File: config.mk
export PLATFORM = sky130hd
export DESIGN_NAME = vsync_port
export DESIGN_NICKNAME = d
export VERILOG_FILES = /design/src/rtl/vsync_port_pkg.sv /design/src/rtl/vsync_port_pins.sv /design/src/rtl/vsync_port_edge.sv /design/src/rtl/vsync_port_field.sv /design/src/rtl/vsync_port_irq.sv /design/src/rtl/vsync_port.sv
export SDC_FILE = /design/constraint.sdc
export NUM_CORES = 1
export LEC_CHECK = 0
export BUFFER_PORTS_ARGS = -buffer_cell sky130_fd_sc_hd__buf_2
export CORE_ASPECT_RATIO = 1.5
export CORE_MARGIN = 2
export CORE_UTILIZATION = 40
export CTS_CLUSTER_DIAMETER = 30
export DETAILED_ROUTE_END_ITERATION = 16
export PLACE_DENSITY = 0.72
export SLEW_MARGIN = 25
export SYNTH_ARGS = -nofsm -noshare
export SYNTH_HDL_FRONTEND = slang
export SYNTH_HIERARCHICAL = 1
export SYNTH_SLANG_ARGS = --single-unit
File: constraint.sdc
create_clock -name clk -period 1.5 [get_ports clk]
set_clock_uncertainty 0.15 [all_clocks]
set_input_delay 0.075 -clock clk [delete_from_list [all_inputs] [get_ports clk]]
set_output_delay 0.075 -clock clk [all_outputs]
set_load 0.01 [all_outputs]
File: src/rtl/vsync_port_pkg.sv
package vsync_port_pkg;

    typedef enum logic [1:0] {
        PM_ALL_INPUT = 2'b00,
        PM_SCALER_A  = 2'b01,
        PM_FIELD_MEM = 2'b10,
        PM_SCALER_B  = 2'b11
    } port_mode_e;

    typedef enum logic [2:0] {
        SM_RISE_DIRECT = 3'd0,
        SM_FALL_DIRECT = 3'd1,
        SM_RISE_FORCED = 3'd2,
        SM_FALL_FORCED = 3'd3,
        SM_RISE_HOLD   = 3'd4,
        SM_FALL_FREE   = 3'd5,
        SM_FRAME_LEVEL = 3'd6,
        SM_EMBEDDED    = 3'd7
    } sync_mode_e;

    typedef enum logic [1:0] {
        IE_NONE = 2'b00,
        IE_RISE = 2'b01,
        IE_FALL = 2'b10,
        IE_BOTH = 2'b11
    } irq_edge_e;

    typedef enum logic [1:0] {
        TRK_IDLE    = 2'd0,
        TRK_LOCKED  = 2'd1,
        TRK_SUSPECT = 2'd2
    } track_state_e;

    typedef struct packed {
        irq_edge_e  irq_edge;
        sync_mode_e sync_mode;
        logic       vs_inv;
        logic       hs_inv;
        port_mode_e port_mode;
    } port_cfg_t;

    localparam int CFG_W = $bits(port_cfg_t);

endpackage

File: src/rtl/vsync_port_pins.sv
module vsync_port_pins
    import vsync_port_pkg::*;
(
    input  port_mode_e port_mode,
    input  logic       hs_inv,
    input  logic       vs_inv,
    input  logic       hs_pin,
    input  logic       vs_pin,
    input  logic       sca_hgate,
    input  logic       sca_vgate,
    input  logic       scb_hgate,
    input  logic       scb_vgate,
    input  logic       fmem_reset,
    output logic       hs_oe,
    output logic       vs_oe,
    output logic       hs_drive,
    output logic       vs_drive,
    output logic       hs_src,
    output logic       vs_src
);

    logic hs_pick;
    logic vs_pick;

    // Pin roles and the raw signal for each driven pin
    always_comb begin
        hs_oe   = 1'b0;
        vs_oe   = 1'b0;
        hs_pick = 1'b0;
        vs_pick = 1'b0;
        unique case (port_mode)
            PM_ALL_INPUT: begin
                hs_oe = 1'b0;
            end
            PM_SCALER_A: begin
                hs_oe   = 1'b1;
                vs_oe   = 1'b1;
                hs_pick = sca_hgate;
                vs_pick = sca_vgate;
            end
            PM_FIELD_MEM: begin
                hs_oe   = 1'b1;
                hs_pick = fmem_reset;
            end
            PM_SCALER_B: begin
                hs_oe   = 1'b1;
                vs_oe   = 1'b1;
                hs_pick = scb_hgate;
                vs_pick = scb_vgate;
            end
            default: begin
                hs_oe = 1'b0;
            end
        endcase
    end

    assign hs_drive = hs_oe & (hs_pick ^ hs_inv);
    assign vs_drive = vs_oe & (vs_pick ^ vs_inv);

    // Internal timing follows whatever the pin carries
    assign hs_src = hs_oe ? hs_drive : hs_pin;
    assign vs_src = vs_oe ? vs_drive : vs_pin;

endmodule

File: src/rtl/vsync_port_edge.sv
module vsync_port_edge #(
    parameter int STAGES = 2
) (
    input  logic clk,
    input  logic rst_n,
    input  logic d_in,
    output logic level,
    output logic rise,
    output logic fall
);

    localparam int LAST = STAGES - 1;

    logic [LAST:0] chain_q;
    logic          prev_q;

    always_ff @(posedge clk or negedge rst_n) begin
        if (!rst_n) begin
            chain_q <= '0;
            prev_q  <= 1'b0;
        end else begin
            chain_q[0] <= d_in;
            prev_q     <= chain_q[LAST];
            for (int i = 1; i <= LAST; i++) begin
                chain_q[i] <= chain_q[i-1];
            end
        end
    end

    assign level = chain_q[LAST];
    assign rise  = chain_q[LAST] & ~prev_q;
    assign fall  = ~chain_q[LAST] & prev_q;

endmodule

File: src/rtl/vsync_port_field.sv
module vsync_port_field
    import vsync_port_pkg::*;
(
    input  logic       clk,
    input  logic       rst_n,
    input  sync_mode_e sync_mode,
    input  logic       code_disable,
    input  logic       hs_level,
    input  logic       hs_rise,
    input  logic       vs_level,
    input  logic       vs_rise,
    input  logic       vs_fall,
    input  logic       code_h,
    input  logic       code_v,
    input  logic       code_field,
    output logic       h_strobe,
    output logic       v_strobe,
    output logic       field_out
);

    track_state_e trk_q, trk_nxt;
    sync_mode_e   eff_mode;
    logic         code_h_q, code_v_q;
    logic         h_evt, v_evt, fld_nxt, toggled, forced;

    assign eff_mode = (sync_mode == SM_EMBEDDED && code_disable) ? SM_RISE_DIRECT : sync_mode;
    assign forced   = (eff_mode == SM_RISE_FORCED) || (eff_mode == SM_FALL_FORCED);

    // Next-state and next-output decisions
    always_comb begin
        h_evt   = hs_rise;
        v_evt   = 1'b0;
        fld_nxt = field_out;
        trk_nxt = trk_q;
        toggled = field_out;
        unique case (eff_mode)
            SM_RISE_DIRECT: begin
                v_evt = vs_rise;
                if (vs_rise) fld_nxt = hs_level;
            end
            SM_FALL_DIRECT: begin
                v_evt = vs_fall;
                if (vs_fall) fld_nxt = hs_level;
            end
            SM_RISE_FORCED, SM_FALL_FORCED: begin
                v_evt   = (eff_mode == SM_RISE_FORCED) ? vs_rise : vs_fall;
                toggled = v_evt ? ~field_out : field_out;
                fld_nxt = toggled;
                if (trk_q == TRK_IDLE) trk_nxt = TRK_LOCKED;
                if (vs_fall) begin
                    if (hs_level == toggled) begin
                        trk_nxt = TRK_LOCKED;
                    end else if (trk_q == TRK_SUSPECT) begin
                        fld_nxt = hs_level;
                        trk_nxt = TRK_LOCKED;
                    end else begin
                        trk_nxt = TRK_SUSPECT;
                    end
                end
            end
            SM_RISE_HOLD: begin
                v_evt = vs_rise;
            end
            SM_FALL_FREE: begin
                v_evt = vs_fall;
                if (vs_fall) fld_nxt = ~field_out;
            end
            SM_FRAME_LEVEL: begin
                v_evt   = vs_rise | vs_fall;
                fld_nxt = vs_level;
            end
            SM_EMBEDDED: begin
                h_evt   = code_h & ~code_h_q;
                v_evt   = code_v & ~code_v_q;
                fld_nxt = code_field;
            end
            default: begin
                v_evt = 1'b0;
            end
        endcase
        if (!forced) trk_nxt = TRK_IDLE;
    end

    // State register
    always_ff @(posedge clk or negedge rst_n) begin
        if (!rst_n) trk_q <= TRK_IDLE;
        else        trk_q <= trk_nxt;
    end

    // Output registers
    always_ff @(posedge clk or negedge rst_n) begin
        if (!rst_n) begin
            h_strobe  <= 1'b0;
            v_strobe  <= 1'b0;
            field_out <= 1'b0;
            code_h_q  <= 1'b0;
            code_v_q  <= 1'b0;
        end else begin
            h_strobe  <= h_evt;
            v_strobe  <= v_evt;
            field_out <= fld_nxt;
            code_h_q  <= code_h;
            code_v_q  <= code_v;
        end
    end

endmodule

File: src/rtl/vsync_port_irq.sv
module vsync_port_irq
    import vsync_port_pkg::*;
(
    input  logic      clk,
    input  logic      rst_n,
    input  irq_edge_e irq_edge,
    input  logic      field_in,
    output logic      field_irq
);

    logic prev_q;
    logic fld_rise, fld_fall;

    assign fld_rise = field_in & ~prev_q;
    assign fld_fall = ~field_in & prev_q;

    always_ff @(posedge clk or negedge rst_n) begin
        if (!rst_n) begin
            prev_q    <= 1'b0;
            field_irq <= 1'b0;
        end else begin
            prev_q    <= field_in;
            field_irq <= (fld_rise & irq_edge[0]) | (fld_fall & irq_edge[1]);
        end
    end

endmodule

File: src/rtl/vsync_port.sv
module vsync_port
    import vsync_port_pkg::*;
#(
    parameter int SYNC_STAGES = 2
) (
    input  logic             clk,
    input  logic             rst_n,
    input  logic             cfg_wr,
    input  logic [CFG_W-1:0] cfg_wdata,
    input  logic             hs_pin,
    input  logic             vs_pin,
    output logic             hs_oe,
    output logic             vs_oe,
    output logic             hs_drive,
    output logic             vs_drive,
    input  logic             sca_hgate,
    input  logic             sca_vgate,
    input  logic             scb_hgate,
    input  logic             scb_vgate,
    input  logic             fmem_reset,
    input  logic             code_h,
    input  logic             code_v,
    input  logic             code_field,
    input  logic             code_disable,
    output logic             h_strobe,
    output logic             v_strobe,
    output logic             field_out,
    output logic             field_irq
);

    port_cfg_t cfg_q;
    logic      hs_src, vs_src;
    logic      hs_lvl, hs_rise, hs_fall;
    logic      vs_lvl, vs_rise, vs_fall;

    always_ff @(posedge clk or negedge rst_n) begin
        if (!rst_n)      cfg_q <= '0;
        else if (cfg_wr) cfg_q <= port_cfg_t'(cfg_wdata);
    end

    vsync_port_pins u_pins (
        .port_mode (cfg_q.port_mode),
        .hs_inv    (cfg_q.hs_inv),
        .vs_inv    (cfg_q.vs_inv),
        .hs_pin    (hs_pin),
        .vs_pin    (vs_pin),
        .sca_hgate (sca_hgate),
        .sca_vgate (sca_vgate),
        .scb_hgate (scb_hgate),
        .scb_vgate (scb_vgate),
        .fmem_reset(fmem_reset),
        .hs_oe     (hs_oe),
        .vs_oe     (vs_oe),
        .hs_drive  (hs_drive),
        .vs_drive  (vs_drive),
        .hs_src    (hs_src),
        .vs_src    (vs_src)
    );

    vsync_port_edge #(.STAGES(SYNC_STAGES)) u_hs_edge (
        .clk  (clk),
        .rst_n(rst_n),
        .d_in (hs_src),
        .level(hs_lvl),
        .rise (hs_rise),
        .fall (hs_fall)
    );

    vsync_port_edge #(.STAGES(SYNC_STAGES)) u_vs_edge (
        .clk  (clk),
        .rst_n(rst_n),
        .d_in (vs_src),
        .level(vs_lvl),
        .rise (vs_rise),
        .fall (vs_fall)
    );

    vsync_port_field u_field (
        .clk         (clk),
        .rst_n       (rst_n),
        .sync_mode   (cfg_q.sync_mode),
        .code_disable(code_disable),
        .hs_level    (hs_lvl),
        .hs_rise     (hs_rise),
        .vs_level    (vs_lvl),
        .vs_rise     (vs_rise),
        .vs_fall     (vs_fall),
        .code_h      (code_h),
        .code_v      (code_v),
        .code_field  (code_field),
        .h_strobe    (h_strobe),
        .v_strobe    (v_strobe),
        .field_out   (field_out)
    );

    vsync_port_irq u_irq (
        .clk      (clk),
        .rst_n    (rst_n),
        .irq_edge (cfg_q.irq_edge),
        .field_in (field_out),
        .field_irq(field_irq)
    );

endmodule

Word level (Yosys, flattened, before mapping):

Index checks and enable logic that the tools add are counted.
W data, S select, Z words.

* register bits after elaboration: 24
* latch bits: 0
* RAM bits: 0
* memory bits (read-only): 0
* input bits: 23
* output and inout port bits: 8
* word-level logic and storage cells: 94
* memories kept: 0

* add/sub/neg operators: 0
* multipliers: 0
* divide/modulo/power cells: 0
* order comparisons: 0
* equality and inequality tests: 18
* shift-type cells: 0
* mux-type cells: 24
* bitwise operators: 22
* reductions and logical operators: 13

Operators by type and width (number)
* $eq A3 B3 Y1 const B: 5
* $mux W1: 12
* $mux W2: 6
* $and A1 B1 Y1: 11
* $reduce_or A2 Y1: 4
* $not A1 Y1: 7
* $eq A2 B2 Y1 const B: 3
* $eq A3 B2 Y1 const B: 2
* $ne A2 B1 Y1 const B: 3
* $pmux W1 S6: 1
* $reduce_bool A6 Y1: 1
* $pmux W1 S5: 1
* $logic_not A2 Y1: 2
* $pmux W1 S2: 2
* $reduce_and A4 Y1: 1
* $eq A3 B1 Y1 const B: 1
* $logic_not A3 Y1: 1
* $mux W3: 1
* $ne A3 B2 Y1 const B: 1
* $pmux W1 S3: 1
* $reduce_or A3 Y1: 1
* $eq A2 B1 Y1 const B: 1
* $ne A2 B2 Y1 const B: 1
* $or A1 B1 Y1: 2
* 5 further kinds: 6

Longest topological paths before layout:

* depth after elaboration: 11
* mapped depth: 6
* mapped depth without buffers: 5

Hierarchy:

Netlist, hierarchy kept.

By module, submodules not included
* vsync_port_field: instances 1, cells an instance 56, area an instance 530.5 um2, seq. area each 175.2 um2
* vsync_port: instances 1, cells an instance 19, area an instance 371.6 um2, seq. area each 225.2 um2
* vsync_port_edge: instances 2, cells an instance 5, area an instance 90.1 um2, seq. area each 75.1 um2
* vsync_port_pins: instances 1, cells an instance 15, area an instance 123.9 um2, seq. area each 0.0 um2
* vsync_port_irq: instances 1, cells an instance 5, area an instance 70.1 um2, seq. area each 50.0 um2

Worst setup path after synthesis:

No wires, ideal clock.

* path type: register to register
* start: register u_vs_edge.chain_q[1]
* end: register u_field.field_out
* setup time: 125 ps
* arrival: 1326 ps
* required time: 1225 ps
* setup slack: -101 ps
* cell stages (with the launch flop): 7
* buffers on the path: 1
* clock period less this slack: 1601 ps
* path through: dfrtp_1 -> and2b_2 -> clkbuf_1 -> nand3b_1 -> o21ba_1 -> o2111ai_1 -> o2bb2ai_1

* word-level cells in the longest chain between the ends: 8
* elaborated cells on any way between the ends: 14
* classes of those cells: eq/ne: 4; mux: 6; bitwise: 3; reduce/logical: 1

Ends and longest elaborated chain
* start: declaration: line vsync_port_edge.sv:14 `logic [LAST:0] chain_q;`
* start signal: indexed assignment: line vsync_port_edge.sv:25 `chain_q[i] <= chain_q[i-1];`
* $not A1 Y1 *: line vsync_port_edge.sv:32 `assign fall = ~chain_q[LAST] & prev_q;`
* $and A1 B1 Y1 *: line vsync_port_edge.sv:32
* net vs_fall: line vsync_port.sv:34 `logic vs_lvl, vs_rise, vs_fall;`
* $mux W1: line vsync_port_field.sv:46 `v_evt = (eff_mode == SM_RISE_FORCED) ? vs_rise : vs_fall;`
* $mux W1: line vsync_port_field.sv:47 `toggled = v_evt ? ~field_out : field_out;`
* $mux W1 / $eq A1 B1 Y1 (equally long branches): line vsync_port_field.sv:53, vsync_port_field.sv:51
* $mux W1: line vsync_port_field.sv:51 `if (hs_level == toggled) begin`
* $mux W1: line vsync_port_field.sv:50 `if (vs_fall) begin`
* $pmux W1 S6: line vsync_port_field.sv:36 `unique case (eff_mode)`
* end signal: assignment: line vsync_port_field.sv:101 `field_out <= fld_nxt;`
* end: declaration: line vsync_port_field.sv:18 `output logic field_out`

The timed path passes the listed nets; every way through them passes the cells marked *.
A chain may end at the register's enable or synchronous reset.

Worst setup path in the final report:

* start: register cfg_q[0] (netlist name)
* end: output hs_oe

* word-level cells in the longest chain between the ends: 3
* elaborated cells on any way between the ends: 6
* classes of those cells: eq/ne: 3; mux: 1; reduce/logical: 2

Ends and longest elaborated chain
* start: declaration: line vsync_port.sv:31 `port_cfg_t cfg_q;`
* start signal: assignment: line vsync_port.sv:38 `else if (cfg_wr) cfg_q <= port_cfg_t'(cfg_wdata);`
* $eq A2 B1 Y1 / $eq A2 B2 Y1 (equally long branches): line vsync_port_pins.sv:31 `unique case (port_mode)`
* $reduce_or A3 Y1 (no line)
* $pmux W1 S2 *: line vsync_port_pins.sv:31
* end: declaration: line vsync_port.sv:12 `output logic hs_oe,`

Mark *: on every way between the ends. The rest lies on a longest branch, timed or not.

==> results.rst <==
.. list-table::
   :header-rows: 1

   * - Metric
     - Value
   * - Outcome
     - finished with violations
   * - Violated checks
     - setup timing
   * - Netlist Area Pre-Place
     - 1270 sq um
   * - Longest individual stage delay on the worst path
     - 0.43 ns
   * - Number of antenna diodes
     - 0
   * - Die area
     - 3640 sq um
   * - Maximum net fanout on the critical path
     - 6
   * - Placer congestion estimate
     - 0.862
   * - FMAX
     - 618 MHz
   * - Final critical-path required period
     - 1.62 ns
   * - Vertical die dimension
     - 72.9 um
   * - Worst path most repeated cell
     - buf_6
   * - Setup repair after global routing missed its margin
     - true
   * - Hold Vio Cnt, Final
     - 0
   * - Number of buffer and inverter stages on the critical path
     - 3
   * - Number of inserted filler cells in the final layout
     - 260
   * - Router iterations before antenna repair
     - 5
   * - Placed instance area
     - 1510 sq um
   * - Cell with the largest stage delay on the worst path
     - dfrtp_1
   * - Number of cells traversed by the worst register-to-register path
     - 4
   * - Total power per unit cell area
     - 1090 nW/um^2
   * - Routed wire length
     - 2800 um
   * - Number of instances in the synthesized netlist
     - 104
   * - Final setup violation count
     - 4
   * - Initial antenna violation count
     - 0
   * - R2r startpoint
     - cfg_q[4]
   * - Worst R2R End
     - u_field/field_out
   * - Via count of the first global-routing pass
     - 1071
   * - Post-route cell area
     - 1800 sq um
   * - Die width
     - 50.0 um
   * - Sink of the worst hold path
     - u_hs_edge/chain_q[0]
   * - Placed wire-length estimate after detailed placement
     - 1950 um
   * - Ratio of cells with drive above 1 in the final layout
     - 49.1%
   * - Worst setup slack for register-to-register paths
     - -0.06 ns
   * - Syn Nets
     - 127
   * - Sort of element at the start of the critical path
     - flip-flop
   * - Total routing usage reported by global routing
     - 16.9%
   * - Crit Path Class
     - reg2out
   * - Required @ worst endpoint
     - 1.27 ns
   * - Area added between synthesis and finish
     - 41.7%
   * - Clock buffer count from CTS
     - 3
   * - Core area
     - 3100 sq um
   * - Final core area utilization
     - 58.0%
   * - Initial detailed-routing violation count
     - 6
   * - Post-CTS clock slew at the launch and capture registers of the worst setup and hold paths
     - 0.08 ns
   * - Hold Startpoint
     - hs_pin
   * - Max VDD drop
     - 632 uV
   * - Final clock period utilization by the worst path
     - 108%
   * - Count of synthesis-stage warnings from yosys
     - 6
   * - Global-route wire length before repair
     - 4630 um
   * - Mean instance size in the synthesized netlist
     - 12.2 sq um
   * - Antenna viol nets, final
     - 0
   * - Hold crit path type
     - in2reg
   * - CTS max path bufs
     - 2
   * - Total I/O pin count
     - 31
   * - Relative slew slack
     - 65.9%
   * - Number of sinks driven by the clock tree
     - 24
   * - Num rows
     - 25
   * - Number of I/O port buffers
     - 30
   * - CP cell instances
     - buf_4 -> buf_6 -> or2_2 -> buf_6
   * - Worst-Margin Slew
     - 0.511 ns
   * - Worst hold path depth
     - 4
   * - Clock Tree Root
     - clkbuf_8
   * - Remaining routing DRC violations
     - 0
   * - Clock insertion delay at the later pin of the skew report
     - 0.26 ns
   * - Average vias per placed instance
     - 5.01
   * - H-tree Lvls
     - 1
   * - Setup ws final
     - -0.117 ns
   * - Max Slew Vio Count
     - 0
   * - Top Family by Delay on Critical Path
     - flip-flops
   * - TritonCTS clock tree
     - built
   * - Total leakage power
     - 0.851 nW
   * - Wire length per cell after detailed routing
     - 14.1 um
   * - Total number of vias
     - 996
   * - Number of violations of the max-capacitance limit
     - 0
   * - Critical path arrival
     - 1.39 ns
   * - Maximum number of pins on one net before global-route repair
     - 25
   * - Initial standard-cell utilization of the core
     - 40.9%
   * - Kind of end point of the critical path
     - output pin
   * - Global-route congestion overflow total
     - 0
   * - Layout net count
     - 183
==> metrics by stage <==
stage	setup slack (ns)	cells	hold slack, ns	total power, mW	TNS [ns]
after floorplan	0.0118	104	-0.371	1.21	0
after global placement	-0.0320	178	-0.0657	1.41	-0.0595
after detailed placement	-0.0814	178	-0.0687	1.42	-0.136
after CTS	-0.0809	197	0.0752	1.93	-0.204
after global routing	-0.182	199	0.107	2.08	-0.617
final	-0.117	199	0.0783	1.96	-0.317
==> layout by cell type, fill, tap and decap left out, types with 2 or more instances in the layout <==
cell / count
a21o_1: 3
and4b_1: 2
buf_2: 28
buf_4: 13
buf_6: 3
clkbuf_8: 4
dfrtp_1: 21
dfrtp_2: 3
dlygate4sd3_1: 13
inv_1: 2
mux2_4: 10
mux2i_1: 2
nand2_1: 5
nand2b_1: 2
nand3b_1: 2
nor2_1: 4
nor2b_1: 2
nor3b_1: 2
o21ai_1: 2
o21ai_2: 3
xnor2_1: 4
==> power breakdown <==
| group | total (mW) | leakage [nW] | internal, mW | switching [mW] |
|---|---|---|---|---|
| combinational | 0.659 | 0.536 | 0.391 | 0.268 |
| clock | 0.431 | 0.0288 | 0.234 | 0.197 |
| sequential | 0.867 | 0.286 | 0.760 | 0.107 |
==> area by class of cell <==
cell class / instances / area (sq um) / area share [%]
multi-input combinational: 71 / 657 / 36.6
sequential: 24 / 604 / 33.7
timing repair buffer: 58 / 422 / 23.5
clock buffer: 4 / 55.1 / 3.07
tap: 40 / 50.0 / 2.79
inverter: 2 / 7.51 / 0.418
==> metal layers <==
metal	global-route usage, %	vias to the layer above	routed length [um]
li1	-	481	-
met1	18.4	483	1080
met2	32.6	28	1590
met3	2.46	4	100
met4	5.56	0	31
met5	0	-	0
==> worst max path at each step <==
| stage | start | cells past startpoint | to |
|---|---|---|---|
| 3_5_place_dp | cfg_q[5] | 4 | u_field/field_out |
| 5_1_grt | cfg_q[0] | 4 | hs_drive |
| 3_3_place_gp | cfg_q[5] | 4 | u_field/field_out |
| 4_1_cts | cfg_q[0] | 4 | hs_drive |
| 2_1_floorplan | u_vs_edge/chain_q[1] | 6 | u_field/field_out |
| 6_report | cfg_q[0] | 4 | hs_oe |
==> state kept, by name, indices dropped and copies added, names as in the netlist, 2 cells and up <==
name and cells:
cfg_q 9, u_field/trk_q 2, u_hs_edge/chain_q 2, u_vs_edge/chain_q 2
==> worst min-delay path, delay by kind of cell <==
kind                   cells  cell delay [ns]
buffers and inverters      1             0.10
AOI/OAI and AO/OA          2             0.21
and+or+nand+nor            1             0.08
==> repair_timing <==
item | in CTS | in global routing
buffers inserted | 2 | 2
endpoints found under the hold margin | 37 | 0
endpoints found under the setup margin | 6 | 7
gates resized for setup | 8 | 10
hold buffers | 13 | 0
pin swaps | 7 | 9
(Power assumes the default switching activity.)
